===== src/rtl/keyseq_pkg.sv =====
package keyseq_pkg;

  localparam int STATE_W = 3;

  // Encoded state of the lock; values are fixed so that the count decode stays small
  typedef enum logic [STATE_W-1:0] {
    ST_IDLE = 3'b000,
    ST_OK1  = 3'b001,
    ST_OK2  = 3'b010,
    ST_OPEN = 3'b011,
    ST_BAD1 = 3'b100,
    ST_BAD2 = 3'b101
  } lock_state_e;

  // Classified key seen on one clock edge
  typedef enum logic [1:0] {
    KEY_NONE = 2'd0,
    KEY_A    = 2'd1,
    KEY_B    = 2'd2,
    KEY_ODD  = 2'd3
  } key_cls_e;

endpackage


===== src/rtl/keyseq_decode.sv =====
module keyseq_decode
  import keyseq_pkg::*;
(
  input  logic     key_vld,
  input  logic     key_a,
  input  logic     key_b,
  output key_cls_e key_cls
);

  always_comb begin
    if (!key_vld) begin
      key_cls = KEY_NONE;
    end else begin
      unique case ({key_a, key_b})
        2'b10:   key_cls = KEY_A;
        2'b01:   key_cls = KEY_B;
        default: key_cls = KEY_ODD;
      endcase
    end
  end

endmodule


===== src/rtl/keyseq_next.sv =====
module keyseq_next
  import keyseq_pkg::*;
(
  input  lock_state_e state_q,
  input  key_cls_e    key_cls,
  output lock_state_e state_d,
  output logic        state_en
);

  logic pressed;
  assign pressed = (key_cls != KEY_NONE);

  always_comb begin
    state_d = state_q;
    unique case (state_q)
      ST_IDLE: begin
        if (key_cls == KEY_B)  state_d = ST_OK1;
        else if (pressed)      state_d = ST_BAD1;
      end
      ST_OK1: begin
        if (key_cls == KEY_A)  state_d = ST_OK2;
        else if (pressed)      state_d = ST_BAD2;
      end
      ST_OK2: begin
        if (key_cls == KEY_B)  state_d = ST_OPEN;
        else if (pressed)      state_d = ST_IDLE;
      end
      ST_OPEN: state_d = ST_IDLE;
      ST_BAD1: begin
        if (pressed)           state_d = ST_BAD2;
      end
      ST_BAD2: begin
        if (pressed)           state_d = ST_IDLE;
      end
      default: state_d = ST_IDLE;
    endcase
  end

  // Clock enable: the register only loads when the state actually moves
  assign state_en = (state_d != state_q);

endmodule


===== src/rtl/keyseq_out.sv =====
module keyseq_out
  import keyseq_pkg::*;
#(
  parameter int CNT_W = 4
) (
  input  lock_state_e       state_q,
  output logic              unlock,
  output logic [CNT_W-1:0]  press_cnt
);

  localparam int BASE_W = 2;

  logic [BASE_W-1:0] cnt_base;

  always_comb begin
    unique case (state_q)
      ST_OK1, ST_BAD1: cnt_base = 2'd1;
      ST_OK2, ST_BAD2: cnt_base = 2'd2;
      ST_OPEN:         cnt_base = 2'd3;
      default:         cnt_base = 2'd0;
    endcase
  end

  assign unlock = (state_q == ST_OPEN);

  generate
    if (CNT_W > BASE_W) begin : g_pad
      assign press_cnt = {{(CNT_W-BASE_W){1'b0}}, cnt_base};
    end else begin : g_trim
      assign press_cnt = cnt_base[CNT_W-1:0];
    end
  endgenerate

endmodule


===== src/rtl/keyseq_lock.sv =====
module keyseq_lock
  import keyseq_pkg::*;
#(
  parameter int CNT_W = 4
) (
  input  logic             clk,
  input  logic             rst_n,
  input  logic             key_vld,
  input  logic             key_a,
  input  logic             key_b,
  output logic             unlock,
  output logic [CNT_W-1:0] press_cnt
);

  key_cls_e    key_cls;
  lock_state_e state_q;
  lock_state_e state_d;
  logic        state_en;

  keyseq_decode u_decode (
    .key_vld (key_vld),
    .key_a   (key_a),
    .key_b   (key_b),
    .key_cls (key_cls)
  );

  keyseq_next u_next (
    .state_q  (state_q),
    .key_cls  (key_cls),
    .state_d  (state_d),
    .state_en (state_en)
  );

  always_ff @(posedge clk or negedge rst_n) begin
    if (!rst_n) begin
      state_q <= ST_IDLE;
    end else if (state_en) begin
      state_q <= state_d;
    end
  end

  keyseq_out #(.CNT_W(CNT_W)) u_out (
    .state_q   (state_q),
    .unlock    (unlock),
    .press_cnt (press_cnt)
  );

  AST_UNLOCK_SINGLE: assert property (@(posedge clk) disable iff (!rst_n)
    unlock |=> !unlock);

  AST_OPEN_EXIT: assert property (@(posedge clk) disable iff (!rst_n)
    unlock |=> (press_cnt == '0));

  AST_IDLE_HOLD: assert property (@(posedge clk) disable iff (!rst_n)
    (!key_vld && !unlock) |=> $stable(press_cnt));

  AST_CNT_STEP: assert property (@(posedge clk) disable iff (!rst_n)
    (key_vld && !unlock) |=>
      ((press_cnt == $past(press_cnt) + CNT_W'(1)) || (press_cnt == '0)));

  AST_UNLOCK_AT_THREE: assert property (@(posedge clk) disable iff (!rst_n)
    unlock |-> (press_cnt == CNT_W'(3)));

endmodule


===== config.mk =====
export PLATFORM = sky130hd
export DESIGN_NAME = keyseq_lock
export DESIGN_NICKNAME = d
export VERILOG_FILES = /design/src/rtl/keyseq_pkg.sv /design/src/rtl/keyseq_decode.sv /design/src/rtl/keyseq_next.sv /design/src/rtl/keyseq_out.sv /design/src/rtl/keyseq_lock.sv
export SDC_FILE = /design/constraint.sdc
export NUM_CORES = 1
export LEC_CHECK = 0
export BUFFER_PORTS_ARGS = -buffer_cell sky130_fd_sc_hd__buf_2
export CAP_MARGIN = 30
export CORE_AREA = 2 2 39 41
export CTS_BUF_LIST = sky130_fd_sc_hd__clkbuf_8
export DETAILED_ROUTE_END_ITERATION = 8
export DIE_AREA = 0 0 41 43
export PLACE_DENSITY_LB_ADDON = 0.15
export SLEW_MARGIN = 20
export SYNTH_ARGS = -nofsm -noshare
export SYNTH_HDL_FRONTEND = slang
export SYNTH_SLANG_ARGS = --single-unit

===== constraint.sdc =====
create_clock -name clk -period 1.8 [get_ports clk]
set_clock_uncertainty 0.15 [all_clocks]
set_input_delay 0.36 -clock clk [delete_from_list [all_inputs] [get_ports clk]]
set_output_delay 0.36 -clock clk [all_outputs]
set_load 0.05 [all_outputs]

Word level (Yosys, flattened, before mapping)
Index checks and enable logic that the tools add are counted.
{"block": "word_totals", "ff_bits": 3, "word_cells": 25, "input_bits": 5, "output_inout_bits": 5}
{"block": "classes", "n_reduce_logical": 4, "n_mux": 10, "eq_ne": 10}
{"cell": "$mux W3", "n": 6}
{"cell": "$pmux W3 S5", "n": 1}
{"cell": "$eq A3 B2 Y1 const B", "n": 2}
{"cell": "$eq A3 B3 Y1 const B", "n": 2}
{"cell": "$pmux W2 S3", "n": 1}
{"cell": "$eq A2 B1 Y1 const B", "n": 2}
{"cell": "$eq A2 B2 Y1 const B", "n": 2}
{"cell": "$pmux W2 S2", "n": 1}
{"cell": "$reduce_or A2 Y1", "n": 2}
{"cell": "$eq A3 B1 Y1 const B", "n": 1}
{"cell": "$logic_not A3 Y1", "n": 1}
{"cell": "$ne A3 B3 Y1", "n": 1}
{"cell": "$mux W2", "n": 1}
{"cell": "$reduce_bool A2 Y1", "n": 1}

Logic depth before layout (Yosys ltp)
{"block": "depth", "word_depth": 8, "depth_mapped": 3, "ltp_nobuf": 3}

Cells and area by module
From an unflattened synthesis, not the netlist that was laid out.
{"block": "unflattened", "hier_cells": 35, "hier_area_um2": 289.0}
{"mod": "keyseq_lock", "cells_per_inst": 6, "seq_area_each_um2": 75.1, "area_per_inst_um2": 108.9, "n_inst": 1}
{"mod": "keyseq_next", "cells_per_inst": 18, "seq_area_each_um2": 0.0, "area_per_inst_um2": 100.1, "n_inst": 1}
{"mod": "keyseq_out", "cells_per_inst": 8, "seq_area_each_um2": 0.0, "area_per_inst_um2": 61.3, "n_inst": 1}
{"mod": "keyseq_decode", "cells_per_inst": 3, "seq_area_each_um2": 0.0, "area_per_inst_um2": 18.8, "n_inst": 1}

Worst setup path after synthesis
OpenSTA, ideal clock, no wires.
{"block": "synth_timing", "path_type": "register to output", "startpoint": "reg state_q[2]", "endpoint": "out unlock", "n_path_buf": 1, "slack_ns": -0.367, "t_required_ns": 1.290, "t_arrival_ns": 1.657, "path_stages_with_launch": 3, "cell_sequence": "dfrtp_1 buf_2 nor3b_1"}
{"block": "synth_between", "elab_chain_len": 1}
{"item": "from (decl)", "line": "keyseq_lock.sv:16", "text": "lock_state_e state_q;"}
{"item": "from (signal assigned)", "line": "keyseq_lock.sv:38", "text": "state_q <= state_d;"}
{"item": "$eq A3 B2 Y1", "line": "keyseq_out.sv:24", "text": "assign unlock = (state_q == ST_OPEN);"}
{"item": "to (decl)", "line": "keyseq_lock.sv:11", "text": "output logic unlock,"}
No other way between the ends.

Worst setup path after layout
{"block": "layout_timing", "startpoint": "reg state_q[2]", "endpoint": "out press_cnt[0]"}
{"block": "layout_between", "elab_chain_len": 3, "elab_cells_between_ends": 8, "cone_classes": "eq/ne (5); mux (1); reduce/logical (2)"}
{"item": "$eq A3 B2 Y1 (tied with other cells)", "line": "keyseq_out.sv:16", "text": "unique case (state_q)"}
{"item": "$reduce_or A2 Y1", "line": "keyseq_out.sv:16"}
{"item": "$pmux W2 S3 (*)", "line": "keyseq_out.sv:16"}
{"item": "to (decl)", "line": "keyseq_lock.sv:12", "text": "output logic [CNT_W-1:0] press_cnt"}
Mark *: on every way between the ends. The rest lies on a longest branch, timed or not.

==> impl_metrics.py <==
metrics = {
    "clock_network": {
        "cts.sinks": 3,
        "h-tree-depth": 1,
        "ctsLongestPathBuffers": 2,
        "clk_pin_slew_ns": 0.03,
        "cts_tree": "yes",
        "tritoncts.num_buffers": 3,
        "cts_setup_buffers": 0,
        "clock-root-buffer": "clkbuf_8",
        "worstSkewPairLatency_ns": 0.21,
    },
    "die": {
        "die-area_mm2": 0.00176,
        "fp.dieH_um": 43,
        "initial_utilization": 0.175,
        "die_w_um": 41,
        "coreArea_mm2": 0.00138,
        "ioPinCount": 10,
        "num_rows": 14,
    },
    "critical_path": {
        "crit_fanout": 9,
        "worst_ep_required_time_ns": 1.29,
        "arrival_ns": 1.22,
        "critPathKind": "reg -> out",
        "start_kind": "flip-flop",
        "endpoint_kind": "output port",
    },
    "power": {
        "switching_share": 0.437,
        "p_per_area_mw_per_mm2": 1750,
        "intPower_mw": 0.336,
        "combPwrFrac": 0.431,
        "p_total_mw": 0.597,
        "clockPowerShare": 0.312,
        "p_sw_mw": 0.261,
        "power_leakage_nw": 0.150,
        "irDropWorstVdd_uv": 303,
        "sequentialPowerShare": 0.257,
    },
    "sta": {
        "post-route-min-period_ns": 1.73,
        "setup_viol": 0,
        "finalCritPeriodShare": 0.963,
        "maxSlewViolCount": 0,
        "rsz0062_at_grt": "false",
        "setup_slack_ns": 0.0662,
        "hold_violations": 0,
        "hold_slack_ns": 0.342,
        "max_freq_mhz": 577,
        "final.setup.tns_ns": 0,
    },
    "job": {
        "maxCapViolations": 0,
    },
    "placed_design": {
        "gp_congestion": 0.568,
        "io_buffers": 7,
        "pre_cts_slack_ns": 0.205,
        "post_dp_cell_area_um2": 282,
        "dp.cells": 46,
    },
    "cells_and_area": {
        "antenna_cells": 0,
        "reg_top3": "state_q (3)",
        "num-nets-final": 41,
        "top_register": "state_q",
        "fillers": 163,
        "final_cells": 51,
        "fin_area_um2": 342,
        "areaGrowthSynthToFinish_pct": 40.7,
        "drive_above_1_share": 0.514,
        "utilization": 0.247,
        "largest_reg_flops": 3,
    },
    "synth": {
        "avgSynthCellArea_um2": 9.34,
        "synth_top_cell_by_area": "dfrtp_1",
        "synth_common_cells": "dfrtp_1, buf_2, buf_4, o21ai_0",
        "yosys_warnings": 0,
        "async_flop_share": 1.00,
        "synthDominantCellAreaShare": 0.309,
        "synth_flop_cell": "dfrtp_1",
        "synth_edf_count": 0,
        "synthTopCellsByArea": "dfrtp_1, buf_4, nand2b_4",
        "ys_ff_latch": 3,
        "yosysSeqAreaShare": 0.309,
        "synthesis.area_um2": 243,
        "synthCells": 26,
        "yosysMostFrequentCell": "dfrtp_1",
        "synth_cell_types": 21,
    },
    "routing": {
        "first_pass_iters": 1,
        "wl_per_cell_um": 9.57,
        "drt_iter0_drc": 0,
        "viasPerCell": 4.18,
        "vias": 213,
        "drcViolationCount": 0,
        "routed_wl_um": 488,
        "final_antenna_net_count": 0,
    },
    "global_routing": {
        "antenna_found_initial": 0,
        "grt_pass1_wl_um": 772,
        "grtUsageTotal": 0.0653,
        "grt-ovfl-total": 0,
        "grt_pass1_vias": 184,
        "grt_max_degree": 11,
    },
    "run_status": {
        "status": "completed",
    },
    "worst_hold_path": {
        "hold_class": "in -> async",
    },
}
[logic make-up (layout without fill, tap and decap cells)]
kind of cell	after synthesis	count (layout)	share of synthesized area
AO/OA/AOI/OAI	8	8	0.258
buffers and inverters	5	13	0.119
flip-flops	3	3	0.309
multiplexers	2	2	0.0876
other	1	2	0.0154
AND/OR/NAND/NOR	7	7	0.211
[worst max-delay path, stage by stage (launching register included)]
cell and delay, ns:
dfrtp_2 0.45, mux2_2 0.35, buf_2 0.21
[per-layer routing]
metal / vias up / track usage / part of all wire
li1: 107 / - / -
met1: 102 / 0.0611 / 0.37
met2: 4 / 0.116 / 0.60
met3: 0 / 0.0157 / 0.035
met4: 0 / 0.0400 / 0
met5: - / 0 / 0
[what timing repair did]
action	in CTS	in global routing
hold endpoints to repair	3	0
resized for setup	1	3
hold buffers	1	0
setup endpoints to repair	1	2
pin swaps	0	0
[power by group through the flow]
stage	Clock (mW)	Combinational (mW)	Sequential [mW]
after CTS	0.190	0.254	0.151
after global placement	0	0.250	0.145
final	0.186	0.257	0.153
after global routing	0.201	0.275	0.163
after floorplan	0	0.270	0.0950
after detailed placement	0	0.251	0.148
[path summary, 6_finish.rpt]
kind	depth (start not counted)	to	slack [ns]	from
max	2	press_cnt[0]	0.07	state_q[2]$_DFFE_PN0P_
min	2	state_q[2]$_DFFE_PN0P_	0.34	rst_n
max reg2reg	2	state_q[2]$_DFFE_PN0P_	0.67	state_q[0]$_DFFE_PN0P_
min reg2reg	1	state_q[1]$_DFFE_PN0P_	0.40	state_q[2]$_DFFE_PN0P_
max in group asynchronous	2	state_q[0]$_DFFE_PN0P_	1.04	rst_n
min in group clk	3	state_q[1]$_DFFE_PN0P_	0.35	key_vld
[cells in the final DEF, fill, tap and decap left out, drive strengths merged]
master and instances:
clkbuf 4, nor3b 1, nor2 1, inv 2
o211a 1, dfrtp 3, nor2b 2, o211ai 1
a21oi 1, buf 6, conb 2, nand4 1
a211o 1, mux2i 1, a32o 1, o21a 1
nand2b 1, nand3 1, dlygate4sd3 1, mux2 1
o21ai 2
[layout make-up]
type	count	area [um^2]	share of cell area
Inverter	1	3.75	0.0110
Sequential cell	3	77.6	0.227
Clock buffer	3	41.3	0.121
Clock inverter	1	3.75	0.0110
Timing Repair Buffer	8	47.5	0.139
Tap cell	16	20.0	0.0586
Multi-Input combinational cell	19	148	0.432
No activity file was read; power rests on OpenSTA's default activity.
